<file path="src/rtl/mode_gather_branch.sv">
module mode_gather_branch #(
  parameter int LANES    = 64,
  parameter int MBITS    = 8,
  parameter int EN_BIT   = 0,
  parameter logic [7:0] RST_MODE = 8'h01,
  localparam int LW = $clog2(LANES),
  localparam int SW = $clog2(MBITS)
) (
  input  logic             clk,
  input  logic             rst_n,
  input  logic             wr_en,
  input  logic [LW-1:0]    wr_lane,
  input  logic [MBITS-1:0] wr_data,
  input  logic             en_all,
  input  logic             dis_en,
  input  logic [LW-1:0]    dis_lo,
  input  logic [LW-1:0]    dis_hi,
  input  logic             gather_en,
  input  logic [SW-1:0]    gather_sel,
  input  logic             br_en,
  input  logic             br_nz,
  output logic [LANES-1:0] pattern,
  output logic [LANES-1:0] lane_active,
  output logic             br_taken
);

  logic [MBITS-1:0] mode_q [LANES];
  logic [LANES-1:0] gathered;
  logic [LANES-1:0] pat_q;

  for (genvar i = 0; i < LANES; i++) begin : g_lane
    logic in_span;
    logic [MBITS-1:0] mode_d;

    assign in_span = dis_en && (LW'(i) >= dis_lo) && (LW'(i) <= dis_hi);

    always_comb begin
      mode_d = mode_q[i];
      if (en_all)  mode_d[EN_BIT] = 1'b1;
      if (in_span) mode_d[EN_BIT] = 1'b0;
      if (wr_en && wr_lane == LW'(i)) mode_d = wr_data;
    end

    always_ff @(posedge clk) begin
      if (!rst_n) mode_q[i] <= RST_MODE[MBITS-1:0];
      else        mode_q[i] <= mode_d;
    end

    assign gathered[i]    = mode_q[i][gather_sel];
    assign lane_active[i] = mode_q[i][EN_BIT];
  end

  always_ff @(posedge clk) begin
    if (!rst_n)         pat_q <= '0;
    else if (gather_en) pat_q <= gathered;
  end

  assign pattern  = pat_q;
  assign br_taken = br_en && (br_nz ? (|pat_q) : ~(|pat_q));

  AST_PAT_HOLD: assert property (@(posedge clk) disable iff (!rst_n)
    !gather_en |=> $stable(pattern)) else $error("pattern moved");

  AST_TAKEN_NEEDS_REQ: assert property (@(posedge clk) disable iff (!rst_n)
    br_taken |-> br_en) else $error("taken without request");

  AST_ENALL_ALL_ON: assert property (@(posedge clk) disable iff (!rst_n)
    en_all && !dis_en && !wr_en |=> &lane_active) else $error("enable-all missed a lane");

  AST_DIS_FULL_SPAN: assert property (@(posedge clk) disable iff (!rst_n)
    dis_en && dis_lo == '0 && dis_hi == LW'(LANES-1) && !wr_en |=> lane_active == '0)
    else $error("full disable left a lane on");

  AST_DIS_EMPTY_SPAN: assert property (@(posedge clk) disable iff (!rst_n)
    dis_en && dis_lo > dis_hi && !en_all && !wr_en |=> $stable(lane_active))
    else $error("reversed span changed lanes");

  AST_WRITE_WINS: assert property (@(posedge clk) disable iff (!rst_n)
    wr_en |=> lane_active[$past(wr_lane)] == $past(wr_data[EN_BIT]))
    else $error("write lost");

endmodule

</file>
<file path="config.mk">
export PLATFORM = sky130hd
export DESIGN_NAME = mode_gather_branch
export DESIGN_NICKNAME = d
export VERILOG_FILES = /design/src/rtl/mode_gather_branch.sv
export SDC_FILE = /design/constraint.sdc
export NUM_CORES = 1
export LEC_CHECK = 0
export ABC_AREA = 1
export BUFFER_PORTS_ARGS = -buffer_cell sky130_fd_sc_hd__buf_2
export CAP_MARGIN = 30
export CORE_MARGIN = 2
export CORE_UTILIZATION = 30
export DETAILED_ROUTE_END_ITERATION = 12
export HOLD_SLACK_MARGIN = 0.06
export SETUP_SLACK_MARGIN = 0.5
export SLEW_MARGIN = 0
export SYNTH_ARGS = -nofsm -noshare
export SYNTH_HDL_FRONTEND = slang
export SYNTH_SLANG_ARGS = --single-unit
</file>
<file path="constraint.sdc">
create_clock -name clk -period 1.7 [get_ports clk]
set_input_delay 0.255 -clock clk [delete_from_list [all_inputs] [get_ports clk]]
set_output_delay 0.255 -clock clk [all_outputs]
set_load 0.005 [all_outputs]
</file>
Word level (Yosys, flattened, before mapping):

Memory sizes are Yosys's and may differ from the RTL's.
Index checks and enable logic that the tools add are counted.

* reductions and logical operators: 195
* mux-type cells: 387
* $lt $le $gt $ge: 129
* equal/unequal tests: 63
* bitwise logic cells: 65

Operator list (count)
* two-way mux 8 bit: 128
* two-way mux 1 bit: 195
* logical AND 1 bit: 193
* binary-select mux 1 bit (select 3 bit): 64
* equality test 6 bit, second input constant: 32
* >= comparator 6 bit, first input constant: 32
* <= comparator 6 bit, first input constant: 32
* equality test 6 x 5 -> 1 bit, second input constant: 16
* >= comparator 5 x 6 -> 1 bit, first input constant: 16
* <= comparator 5 x 6 -> 1 bit, first input constant: 16
* OR 1 bit: 64
* OR reduction 64 bit: 1
* equality test 6 x 4 -> 1 bit, second input constant: 8
* >= comparator 4 x 6 -> 1 bit, first input constant: 8
* <= comparator 4 x 6 -> 1 bit, first input constant: 8
* equality test 6 x 3 -> 1 bit, second input constant: 4
* >= comparator 3 x 6 -> 1 bit, first input constant: 4
* <= comparator 3 x 6 -> 1 bit, first input constant: 4
* equality test 6 x 2 -> 1 bit, second input constant: 2
* >= comparator 1 x 6 -> 1 bit, first input constant: 2
* >= comparator 2 x 6 -> 1 bit, first input constant: 2
* <= comparator 1 x 6 -> 1 bit, first input constant: 2
* <= comparator 2 x 6 -> 1 bit, first input constant: 2
* equality test 6 x 1 -> 1 bit, second input constant: 1
* 3 further kinds: 3

* bits in writable memories: 512
* bits in registers: 64
* input bits: 37
* memories kept: 1
* output and inout port bits: 129
* logic and storage cells: 841

Memories
* mode_q: words 64, bits a word 8, read ports 64, clocked after Yosys merged registers in 0, wr ports 64, RTL line 27 `logic [MBITS-1:0] mode_q [LANES];`

Longest topological paths before layout:

* depth in word-level cells: 6
* gate-level depth with buffers: 10
* mapped depth without buffers: 10

Worst setup path after synthesis:

Ideal clock, no wire load.

* kind: input-to-reg
* start: input port dis_hi[3]
* end: memory mode_q[38][0], in the netlist mode_q[1][48]
* setup time: 0.134 ns
* data required time: 1.566 ns
* cell stages on the path: 8
* path buffers: 1
* path slack: 0.343 ns
* arrival: 1.223 ns
* path through: buf_4 clkinv_1 nand2_1 nor2_1 nor2_1 o21ai_0 o21ai_0 nand3_1

RTL lines
* start, declared: RTL line 17 `input logic [LW-1:0] dis_hi,`
* end, declared: RTL line 27

Worst setup path in the final report:

* start: register pat_q[16], in the netlist pattern[16]
* end: output port br_taken

* longest elaborated chain between the ends: 4

Ends and longest elaborated chain
* start, declared: RTL line 29 `logic [LANES-1:0] pat_q;`
* start signal, assigned: RTL line 55 `else if (gather_en) pat_q <= gathered;`
* OR reduction 64 bit *: RTL line 59 `assign br_taken = br_en && (br_nz ? (|pat_q) : ~(|pat_q));`
* NOT 1 bit: RTL line 59
* two-way mux 1 bit *: RTL line 59
* logical AND 1 bit *: RTL line 59
* end, declared: RTL line 24 `output logic br_taken`

Mark *: on every way between the ends. The rest lies on a longest branch, timed or not.

==> impl_summary.md <==
Run status
The flow ran to the end, but the final reports show violations. The final reports fail on negative setup slack.

Detailed routing
For this run, design rule violations remaining after detail routing come to 0. Across all layers, the routed design uses about 27000 vias. The DRC violation total after the first TritonRoute iteration is around 2700. Dividing the detail-routed wire length by the instance count gives a little under 20 um. In the routed layout, each cell is associated on average with a via count of ~5.1. The routed wire length is about 100000 um. The detail route stage leaves a number of antenna-violating nets equal to 0.

For this run, the detailed router's first-pass iteration total came to 6.

Layout
In the final layout, the multi-input gates occupy ~0.012 mm2. Registers take ~0.012 mm2. The most common cell after layout, fill and taps aside is sky130_fd_sc_hd__o21ai_0. The library cells used most frequently in the layout, excluding fill and tap cells, are sky130_fd_sc_hd__o21ai_0, sky130_fd_sc_hd__a21oi_1, sky130_fd_sc_hd__nor2_1, sky130_fd_sc_hd__dfxtp_1, sky130_fd_sc_hd__inv_1. The final net count is slightly above 4000. The ratio of cells with drive above 1 in the final layout is a little under a quarter.

The signed area change from the synthesized netlist to the final layout is 31.00%. The fill cell total of the finished layout is roughly 9000. The count of non-filler cells in the finished layout is 5330.

STA
After layout, the worst setup slack is -628.8 ps. The count of final max-slew check failures is 0. The maximum achievable frequency is between 0.4 and 0.5 GHz. The largest clock skew in the final design is 22.97 ps. Setup repair after global routing could not meet its margin everywhere. The number of failing hold endpoints at the final stage is 0. In this run the tightest slew margin relative to its limit is 47.13%. At the pin with the least slew margin, the transition time is 793.0 ps.

Setup violations remaining at the end of the flow were counted as 1. The shortest period the worst path allows is ~2300 ps. Adding up every negative setup slack in the final design gives -628.8 ps. The fraction of the cycle the final worst path needs is 137.0%.

Run
Across the run, the number of max-cap violations was 0.

Yosys
Among all flip-flop cells after synthesis, the most frequent one is sky130_fd_sc_hd__dfxtp_1. The number of nets produced by synthesis is 3884. In the synthesized netlist, the number of instances is between 3000 and 4000. The number of synthesis warnings is 0. The count of unique library cells instantiated by Yosys is 28.

Ranked by total cell area, the synthesized netlist is headed by sky130_fd_sc_hd__dfxtp_1, sky130_fd_sc_hd__o21ai_0, sky130_fd_sc_hd__a21oi_1. The top cell type's share of synthesized area is a little over two fifths. The proportion of synthesized flip-flops having asynchronous set or reset is 0%. In this run the mean area of a mapped cell was about 7 um2. The register area share after synthesis is 43.29%.

After synthesis the netlist holds a flip-flop and latch count of 576. sky130_fd_sc_hd__dfxtp_1 takes more of the synthesized area than any other cell. The count of flip-flops with a built-in enable after synthesis is 0. In this run the cell area of the synthesized design comes to ~0.027 mm2.

CTS
The total CTS buffers is between 60 and 70. The clock tree synthesis step divided the H-tree into 3 levels. The clock drives ~580 sinks. TritonCTS built the clock tree. The clock root buffer is sky130_fd_sc_hd__clkbuf_16. The maximum buffer depth of the clock tree is 3. For the worst-skew pair, the clock arrives at the later sink with an insertion delay of 630 ps. After clock tree synthesis, the clock-pin slew on the worst setup and hold paths is 60 ps.

Hold path
The worst hold path passes through 3 cells. The worst min-delay path endpoint is mode_q[1][24]. The worst hold path class is input port to register. The startpoint identified for the worst hold timing path is rst_n.

Global routing
For this run, global-route usage on met1 was measured as between 20% and 30%. The met3 demand-to-capacity share in global routing is 5.329%. Global routing used ~22% of the available tracks across all layers.

The wire length of the first global-routing pass is between 150000 and 200000 um. For met2 alone, demand over resource in global routing was approximately a third. The number of antenna violations at the first check in global routing is 17.

The total overflow reported by the global router is 0. The maximum number of pins on one net before global-route repair is 85. The number of global-route vias before repair is ~25000. The layer flagged by global routing as most heavily used is met2.

Setup path
Among all stages on the critical path, the largest delay is contributed by sky130_fd_sc_hd__dfxtp_2. Of all nets on the critical path, the largest fanout is 3. Broken down by cell family, the worst path's largest delay share belongs to simple AND/OR/NAND/NOR gates. The endpoint of the most critical register-to-register path is pattern[59]. The signal on the critical path passes through nor2_4, nand2_2, nor2_4, buf_6, nand2_4, nor2_4, nand3_2, nand2_1, nor2_1, buf_4, buf_2. The buffer and inverter count on the worst path is 3.

The delay contributed by the slowest stage of the critical path is between 300 and 400 ps. In this run the worst setup path begins at pattern[16]. STA classifies the critical path startpoint as a register. The critical register-to-register path startpoint is mode_q[1][216].

The most frequent cell on the critical path is sky130_fd_sc_hd__nor2_4. The worst endpoint required time is around 1400 ps. The endpoint class of the critical path is an output pin. The critical path in this run is classified as register to output pin.

For flop-to-flop paths, the worst setup slack is 530 ps. The critical path arrival is roughly 2100 ps. The count of cells along the worst register-to-register path is 6.

Die
The area of the die is a little over 0.09 mm2. The initial cell density of the core is 30.19%. The floorplan core area is approximately 0.088 mm2.

The boundary pin count is approximately 170. The die is 302.0 um tall. The placement row count is 109. The die is approximately 300 um wide.

Place
The post-DP HPWL is roughly 67000 um. The weighted congestion at the end of routability-driven global placement is 1.027. The placed cell count is between 5000 and 6000.

Port buffering added between 150 and 200 buffers. Before CTS, the worst setup slack after placement is -295.5 ps.

Power and ir drop
The maximum ir drop on the vdd rail is roughly 0.61 mV. Dividing total power by cell area gives a power density of 945.3 mW/mm2. The design draws between 30 and 40 mW. The leakage power total is approximately 14 nW.
## sequential cells by signal, indices dropped and copies added, names as in the netlist
signal	count
mode_q	512
pattern	64
## how the worst max path moves through the flow
stage | to | slack (ps) | depth (start not counted)
3_3_place_gp | br_taken | -310 | 11
2_1_floorplan | mode_q[1][81] | 410 | 7
3_5_place_dp | br_taken | -300 | 11
6_report | br_taken | -630 | 11
5_1_grt | br_taken | -700 | 11
4_1_cts | br_taken | -630 | 11
## synthesized netlist by cell type, types with 2 or more instances
cell type	count
sky130_fd_sc_hd__clkinv_1	3
sky130_fd_sc_hd__nand3_1	117
sky130_fd_sc_hd__a21oi_1	533
sky130_fd_sc_hd__buf_2	83
sky130_fd_sc_hd__nand4_1	2
sky130_fd_sc_hd__buf_4	67
sky130_fd_sc_hd__o2111ai_1	3
sky130_fd_sc_hd__nand3b_1	2
sky130_fd_sc_hd__o221ai_1	2
sky130_fd_sc_hd__o21bai_1	6
sky130_fd_sc_hd__dfxtp_1	576
sky130_fd_sc_hd__nor3_1	5
sky130_fd_sc_hd__nand2_1	311
sky130_fd_sc_hd__o211ai_1	127
sky130_fd_sc_hd__clkbuf_1	202
sky130_fd_sc_hd__o21ai_0	836
sky130_fd_sc_hd__nand3_2	2
sky130_fd_sc_hd__o22ai_1	3
sky130_fd_sc_hd__nor2_4	3
sky130_fd_sc_hd__nor2_2	7
sky130_fd_sc_hd__nor2_1	548
sky130_fd_sc_hd__buf_1	25
sky130_fd_sc_hd__inv_1	378
sky130_fd_sc_hd__inv_2	2
## cell type report
cell class / instances / share of cell area (%)
diodes: 4 / 0.02868
clock buffers: 97 / 5.794
clock inverters: 21 / 0.6991
inverters: 383 / 4.198
multi-input cells: 2510 / 35.47
flip-flops and latches: 576 / 33.86
well taps: 1165 / 4.177
repair buffers: 574 / 15.78
## cells by family after synthesis
kind of cell | after synthesis | share of synthesized area [%]
AO/OA/AOI/OAI | 1512 | 29.75
multiplexers | 1 | 0.03758
flip-flops | 576 | 43.29
buffers and inverters | 761 | 12.06
AND/OR/NAND/NOR | 997 | 14.87
## worst min-delay path, cell delays in order
cell and delay [ps]:
sky130_fd_sc_hd__buf_8 140, sky130_fd_sc_hd__buf_12 190, sky130_fd_sc_hd__nand3_1 90
## through the flow
stage,hold slack (ps),util (%),instance area (um2)
final,102.5,39.55,34900
after global routing,106.4,39.54,34890
after CTS,71.79,39.19,34580
after detailed placement,441.7,34.74,30660
after global placement,435.9,34.74,30660
after floorplan,429.2,-,27190
## metal layers
layer  share of wire, %  up-vias  routed length [um]
li1                   -    13280                   -
met1                 44    12520               44710
met2                 45      932               46020
met3                8.3      193                8565
met4                3.2       22                3271
met5               0.14        -                 140
## power breakdown
| group | switching, mW | leakage (nW) | total (mW) | internal, mW |
|---|---|---|---|---|
| Clock | 5.97 | 1.12 | 14.8 | 8.88 |
| Sequential | 0.204 | 4.68 | 13.9 | 13.7 |
| Combinational | 2.50 | 7.96 | 4.20 | 1.70 |
## repair_timing
action / in CTS / in global routing
setup endpoints to repair: 132 / 204
hold buffers: 2 / 0
resized for setup: 372 / 112
endpoints found under the hold margin: 17 / 0
pin swaps: 9 / 19
setup buffers: 55 / 5
Note: power is estimated with default switching activity, not from simulation.
